## src/rtl/colgen_pkg.sv

```systemverilog
package colgen_pkg;
  localparam int CODE_W = 3;
  localparam logic [CODE_W-1:0] LC_ONE  = 3'd0;
  localparam logic [CODE_W-1:0] LC_TWO  = 3'd1;
  localparam logic [CODE_W-1:0] LC_FOUR = 3'd2;
  localparam logic [CODE_W-1:0] LC_EIGHT = 3'd3;
  localparam logic [CODE_W-1:0] LC_ROW  = 3'd7;
endpackage

```

## src/rtl/colgen_decode.sv

```systemverilog
module colgen_decode
  import colgen_pkg::*;
#(
  parameter int COL_W = 8
) (
  input  logic [CODE_W-1:0] code,
  input  logic              ilv,
  output logic              legal,
  output logic              full,
  output logic [COL_W-1:0]  mask
);
  logic known;
  always_comb begin
    known = 1'b1;
    full  = 1'b0;
    mask  = '0;
    unique case (code)
      LC_ONE:   mask = '0;
      LC_TWO:   mask = COL_W'(1);
      LC_FOUR:  mask = COL_W'(3);
      LC_EIGHT: mask = COL_W'(7);
      LC_ROW: begin
        mask = '1;
        full = 1'b1;
      end
      default:  known = 1'b0;
    endcase
    legal = known && !(full && ilv);
  end
endmodule

```

## src/rtl/colgen_order.sv

```systemverilog
module colgen_order #(
  parameter int COL_W = 8
) (
  input  logic [COL_W-1:0] base,
  input  logic [COL_W-1:0] beat,
  input  logic [COL_W-1:0] mask,
  input  logic             ilv,
  output logic [COL_W-1:0] col
);
  logic [COL_W-1:0] sum_w;
  logic [COL_W-1:0] xor_w;
  assign sum_w = base + beat;
  assign xor_w = base ^ beat;
  for (genvar b = 0; b < COL_W; b++) begin : g_bit
    assign col[b] = mask[b] ? (ilv ? xor_w[b] : sum_w[b]) : base[b];
  end
endmodule

```

## src/rtl/colgen_ctrl.sv

```systemverilog
module colgen_ctrl #(
  parameter int COL_W = 8
) (
  input  logic             clk,
  input  logic             rst_n,
  input  logic             start,
  input  logic             legal,
  input  logic             full_in,
  input  logic [COL_W-1:0] mask_in,
  input  logic             ilv_in,
  input  logic [COL_W-1:0] start_col,
  input  logic             term,
  input  logic             adv,
  output logic             active,
  output logic             last,
  output logic             err,
  output logic [COL_W-1:0] base,
  output logic [COL_W-1:0] beat,
  output logic [COL_W-1:0] mask,
  output logic             ilv
);
  logic full;
  assign last = active && !full && (beat == mask);

  always_ff @(posedge clk) begin
    if (!rst_n) begin
      active <= 1'b0;
      err    <= 1'b0;
      full   <= 1'b0;
      ilv    <= 1'b0;
      base   <= '0;
      beat   <= '0;
      mask   <= '0;
    end else if (start) begin
      active <= legal;
      err    <= !legal;
      full   <= full_in;
      ilv    <= ilv_in;
      base   <= start_col;
      beat   <= '0;
      mask   <= mask_in;
    end else begin
      err <= 1'b0;
      if (term) begin
        active <= 1'b0;
      end else if (active && adv) begin
        if (last) active <= 1'b0;
        else      beat   <= beat + COL_W'(1);
      end
    end
  end
endmodule

```

## src/rtl/burst_colgen.sv

```systemverilog
module burst_colgen
  import colgen_pkg::*;
#(
  parameter int COL_W = 8
) (
  input  logic              clk,
  input  logic              rst_n,
  input  logic              start_vld,
  input  logic [COL_W-1:0]  start_col,
  input  logic [CODE_W-1:0] len_code,
  input  logic              ilv_mode,
  input  logic              term,
  input  logic              beat_rdy,
  output logic [COL_W-1:0]  col,
  output logic              beat_vld,
  output logic              beat_last,
  output logic              cfg_err
);
  logic             dec_legal, dec_full;
  logic [COL_W-1:0] dec_mask;
  logic [COL_W-1:0] r_base, r_beat, r_mask;
  logic             r_ilv;

  colgen_decode #(.COL_W(COL_W)) u_dec (
    .code(len_code), .ilv(ilv_mode),
    .legal(dec_legal), .full(dec_full), .mask(dec_mask)
  );

  colgen_ctrl #(.COL_W(COL_W)) u_ctrl (
    .clk(clk), .rst_n(rst_n), .start(start_vld), .legal(dec_legal),
    .full_in(dec_full), .mask_in(dec_mask), .ilv_in(ilv_mode),
    .start_col(start_col), .term(term), .adv(beat_rdy),
    .active(beat_vld), .last(beat_last), .err(cfg_err),
    .base(r_base), .beat(r_beat), .mask(r_mask), .ilv(r_ilv)
  );

  colgen_order #(.COL_W(COL_W)) u_ord (
    .base(r_base), .beat(r_beat), .mask(r_mask), .ilv(r_ilv), .col(col)
  );
endmodule

```

## config.mk

```make
export PLATFORM = sky130hd
export DESIGN_NAME = burst_colgen
export DESIGN_NICKNAME = d
export VERILOG_FILES = /design/src/rtl/colgen_pkg.sv /design/src/rtl/colgen_decode.sv /design/src/rtl/colgen_order.sv /design/src/rtl/colgen_ctrl.sv /design/src/rtl/burst_colgen.sv
export SDC_FILE = /design/constraint.sdc
export NUM_CORES = 1
export LEC_CHECK = 0
export ABC_CLOCK_PERIOD_IN_PS = 3720
export CORE_ASPECT_RATIO = 0.9
export CORE_MARGIN = 2
export CORE_UTILIZATION = 50
export CTS_CLUSTER_DIAMETER = 150
export DETAILED_ROUTE_END_ITERATION = 16
export GPL_ROUTABILITY_DRIVEN = 0
export PLACE_DENSITY = 0.78
export SLEW_MARGIN = 20
export SYNTH_ARGS = -nofsm -noshare
export SYNTH_HDL_FRONTEND = slang
export SYNTH_SLANG_ARGS = --single-unit
```

## constraint.sdc

```tcl
create_clock -name clk -period 3.72 [get_ports clk]
set_input_delay 1.116 -clock clk [delete_from_list [all_inputs] [get_ports clk]]
set_output_delay 1.116 -clock clk [all_outputs]
set_load 0.01 [all_outputs]
```

======== Yosys cells after proc, flatten, opt, wreduce, memory -nomap -nowiden ========
Cells that the tools add are included.
storage, ports and cells
  bits in registers ....................... 28
  input port bits ......................... 17
  output and inout bits ................... 11
  logic and storage cells ................. 57
operators by class
  add/sub/neg operators ................... 2
  equal/unequal tests ..................... 5
  multiplexer cells ....................... 23
  bitwise logic cells ..................... 4
  reductions and logical operators ........ 16
operators with widths
  kind                 count
  $pmux 8 s4           1
  $mux 1               22
  $add 8x1->8 const B  1
  $add 8x8->8          1
  $eq 8x8->1           1
  $xor 8x8->8          1
  $eq 3x2->1 const B   2
  $reduce_bool 3->1    2
  $logic_and 1x1->1    5
  $reduce_or 5->1      1
  $reduce_and 2->1     2
  $eq 3x1->1 const B   1
  $eq 3x3->1 const B   1
  $logic_not 1->1      3
  $logic_not 3->1      1
  $not 1->1            3
  $reduce_and 3->1     1
  $reduce_or 2->1      1

======== Depth between registers and ports, before layout ========
  word-level depth ........................ 7
  depth in mapped cells ................... 8
  mapped depth without buffers ............ 8

======== Hierarchy ========
From an unflattened synthesis, not the netlist that was laid out.
unflattened totals
  cells, all modules ...................... 199
  area total of the unflattened synthesis .. 1732.9 um^2
modules (own cells, without submodules)
  module         times used  cells each  area each (um^2)  sequential area each (um^2)
  colgen_ctrl    1           125         1216.2            560.5
  colgen_order   1           61          430.4             0.0
  colgen_decode  1           13          86.3              0.0

======== Least setup slack after synthesis ========
No wires, ideal clock.
  kind .................................... reg-to-output
  start point ............................. reg u_ctrl.beat[1]
  end point ............................... out col[7]
  arrival ................................. 1.743 ns
  data required time ...................... 2.604 ns
  slack ................................... 0.861 ns
  stages on the path, launching flop included .. 7
  buffers on the path ..................... 0
  path through ............................ dfxtp_1 -> ha_1 -> a211oi_1 -> nor3_1 -> a311oi_1 -> mux2i_1 -> xor2_1
between the ends
  word-level cells in the longest chain between the ends .. 3
ends and longest elaborated chain
  element                   line                RTL
  start: declaration        colgen_ctrl.sv:18   output logic [COL_W-1:0] beat,
  start signal: assignment  colgen_ctrl.sv:48   else beat <= beat + COL_W'(1);
  $add 8x8->8               colgen_order.sv:12  assign sum_w = base + beat;
  $mux 1 (2 in series)      colgen_order.sv:15  assign col[b] = mask[b] ? (ilv ? xor_w[b] : sum_w[b]) : base[b];
  end: declaration          burst_colgen.sv:14  output logic [COL_W-1:0] col,
No other way between the ends.

======== Final worst setup path ========
  start point ............................. reg u_ctrl.beat[1]
  end point ............................... out col[5]
Same word-level chain as after synthesis.

==> results.py <==
metrics = {
    "setup_path": {
        "timing.critical_path.required_ns": 2.60,
        "worstPathBufferInverterCount": 1,
        "critPathMaxStageDelay_ns": 0.53,
        "worst-endpoint-arrival_ns": 2.44,
        "cell_with_the_biggest_individual_delay_on_the_critical_path": "clkdlybuf4s50_1",
        "worst-path-max-fanout": 7,
        "timing.critical_path.max_delay_family": "buffers and inverters",
        "path_cells": "ha_1 -> a211oi_2 -> nor2_1 -> a31oi_1 -> xnor2_1 -> mux2_2 -> clkdlybuf4s50_1",
        "startpoint_kind_of_the_worst_setup_timing_path": "register",
        "worstSetupPathType": "register to output port",
        "endpoint_kind": "output port",
    },
    "run_status": {
        "result_of_the_run": "completed",
    },
    "logic_synthesis": {
        "combinational_family_with_the_most_area_after_synthesis": "simple AND/OR/NAND/NOR gates",
        "seq_area_frac_synth_pct": 32.1,
        "yosysUniqueCellTypes": 40,
        "synth.top_cell.area_share_pct": 32.1,
        "share_of_synthesized_cell_area_in_full_adder_half_adder_and_majority_cells_pct": 8.38,
        "synth_simple_gate_area_share_pct": 24.9,
        "netlist_instances": 167,
        "synth.net_count": 193,
        "synth-compound-area-share_pct": 15.3,
        "syn_avg_cell_area_um2": 8.59,
        "ys.flop_type": "dfxtp_1",
        "post_synth_mux_area_share_pct": 9.25,
        "asyncSetResetFlopFracSynth_pct": 0,
        "mappedNetlistArea_mm2": 0.00143,
        "synth_seq_cells": 23,
        "post_synth_edffs": 0,
        "synthTopCellsByArea": "dfxtp_1 32%, mux2i_1 7.7%, ha_1 7.0%",
        "synthXorXnorAreaFrac_pct": 6.72,
        "post-synth-top-area-cell": "dfxtp_1",
        "ys.warnings.count": 0,
    },
    "power": {
        "cellLeakagePower_uw": 0.000715,
        "share_seq_of_total_power_pct": 55.3,
        "power.ir.vdd_worst_mv": 0.212,
        "comb_power_share_pct": 19.2,
        "power.share.clock_pct": 25.6,
        "cellPowerDensity_mw_per_mm2": 264,
        "power_internal_uw": 346,
        "switchingPower_uw": 132,
        "switching_fraction_of_total_power_pct": 27.6,
    },
    "detailed_routing": {
        "postRouteWirelength_um": 3290,
        "route.detailed.vias_per_inst": 5.49,
        "post_route_ant_nets": 0,
        "drc": 0,
        "initialDrtViolationCount": 89,
        "route.detailed.wl_per_inst_um": 14.0,
        "vias": 1289,
        "drt_pre_antenna_iters": 4,
    },
    "clock_network": {
        "cts.path.max_buffers": 2,
        "ctsHoldBuffers": 0,
        "clock_tree_root": "clkbuf_4",
        "cts_max_level": 1,
        "postCtsSetupRepairBufs": 0,
        "cts.sink_count": 23,
        "tritoncts": "done",
        "clkSlewWorstSetupHoldPaths_ns": 0.14,
        "clk_latency_ns": 0.33,
        "numCtsBuffers": 3,
    },
    "grt": {
        "grt_overflow_total": 0,
        "grtUsageTotal_pct": 22.7,
        "first_global_vias": 1310,
        "grt_pass1_wl_um": 5570,
        "grt_start_max_net_pins": 22,
        "antenna_found_initial": 0,
    },
    "floorplan": {
        "floorplan.rows": 18,
        "io_pins": 28,
        "floorplan.die_area_mm2": 0.00331,
        "die_height_um": 54.8,
        "die_w_um": 60.5,
        "initial_core_util_pct": 52.2,
        "core_area_mm2": 0.00275,
    },
    "finish": {
        "nFillCells": 245,
        "proportion_of_layout_cells_with_a_drive_suffix_above_1_pct": 12.8,
        "total_area_of_multi_input_combinational_cells_um2": 945,
        "area.growth.synth_to_final_pct": 26.5,
        "antenna-diode-count": 0,
        "seqCellArea_um2": 473,
        "leading_cell_type_in_the_layout_fill_and_taps_excluded": "clkdlybuf4s50_1",
        "layout.cells.most_common_list": "24 x clkdlybuf4s50_1, 17 x dfxtp_1, 15 x nor2_1, 13 x nand2_1, 12 x nor2b_1",
        "final_nets": 222,
    },
    "sta": {
        "period_minus_slack_ns": 3.55,
        "final-setup-viol-count": 0,
        "worst-slew-pin-transition_ns": 0.521,
        "relative_slew_margins_pct": 65.2,
        "final.setup_skew_ns": 0.00975,
        "fin_setup_tns_ns": 0,
        "final_max_slew_viol_count": 0,
        "fin_worst_hold_slack_ns": 0.529,
        "final.period_utilization_pct": 95.6,
        "clock.fmax_mhz": 281,
        "unrepaired_setup_endpoints_after_global_routing": "false",
        "report.final.hold_viol_count": 0,
    },
    "run": {
        "timing.max_cap.violations": 0,
    },
    "placed_design": {
        "post-dp-hpwl_um": 2500,
        "placement.io_buffers": 27,
    },
    "worst_hold_path": {
        "hold_path_class": "register to register",
    },
}
path summary, 6_finish.rpt:
check                               startpoint              to  slack (ns)  depth (start not counted)
worst min-delay path            u_ctrl.beat[6]  u_ctrl.beat[6]        0.53                          2
worst max register to register  u_ctrl.mask[6]  u_ctrl.beat[4]        2.07                          5
worst min register to register  u_ctrl.beat[6]  u_ctrl.beat[6]        0.53                          2
worst max-delay path            u_ctrl.beat[1]          col[5]        0.17                          7
power by group through the flow:
stage / Combinational (uW) / Sequential (uW) / Clock [uW]
final: 91.8 / 265 / 122
after CTS: 91.9 / 266 / 127
after floorplan: 50.7 / 267 / 0
after global placement: 89.0 / 270 / 0
after detailed placement: 91.7 / 271 / 0
after global routing: 100 / 266 / 138
layout make-up:
| cell class | count | share of cell area [%] |
|---|---|---|
| inverter | 6 | 1.24 |
| multi-input combinational | 132 | 52.1 |
| clock inverter | 1 | 0.276 |
| tap | 40 | 2.76 |
| clock buffer | 3 | 1.24 |
| timing repair buffer | 30 | 16.3 |
| sequential | 23 | 26.1 |
sequential cells by signal, summed over array words and instances (netlist names):
| register | count |
|---|---|
| u_ctrl.active | 1 |
| u_ctrl.base | 8 |
| u_ctrl.beat | 8 |
| u_ctrl.err | 1 |
| u_ctrl.ilv | 1 |
| u_ctrl.mask | 4 |
cells in the mapped netlist (2+ instances only):
library cell / count
xor2_1: 4
xnor2_1: 7
ha_1: 8
or4_1: 2
o211ai_1: 2
a21boi_0: 3
or3_1: 2
nand3_1: 4
nor2_1: 15
clkbuf_1: 3
inv_1: 6
a21oi_1: 9
o21ai_0: 8
nand2b_1: 4
nand4_1: 3
nand2_1: 13
mux2_2: 2
a31oi_1: 2
buf_2: 3
mux2i_1: 11
nor3_1: 2
nor2b_1: 12
a311oi_1: 2
o21bai_1: 2
dfxtp_1: 23
worst min-delay path: stages (launching register included):
cell and delay [ns]:
dfxtp_2 0.37, o21ai_0 0.08, a21oi_1 0.06
logic make-up after synthesis:
family,count (synthesis)
AND/OR/NAND/NOR,65
flip-flops,23
AO/OA/AOI/OAI,34
adder cells (fa/ha/maj),9
buffers and inverters,12
XOR/XNOR,11
multiplexers,13
routing by layer:
metal  vias up  GRT usage, %  routed length (um)
met5         -             0                   0
met4         0          7.97                  57
met3         6          4.02                 129
met2        32          42.2                1670
met1       602          26.2                1430
li1        649             -                   -
per-stage QoR:
step                      instances  util (%)  setup WS [ns]  area [um2]  power [uW]
after global routing            235      66.0         0.0503        1810         505
after detailed placement        231      63.7          0.258        1750         363
after CTS                       235      65.1        0.00539        1790         485
final                           235      66.0          0.165        1810         479
after floorplan                 167         -          0.861        1430         318
after global placement          231      63.7          0.299        1750         359
what timing repair did:
action,4_1_cts,5_1_grt
pin swaps,0,0
gates resized for setup,6,10
setup endpoints to repair,1,2
endpoints found under the hold margin,0,0
No activity file was read; power rests on OpenSTA's default activity.
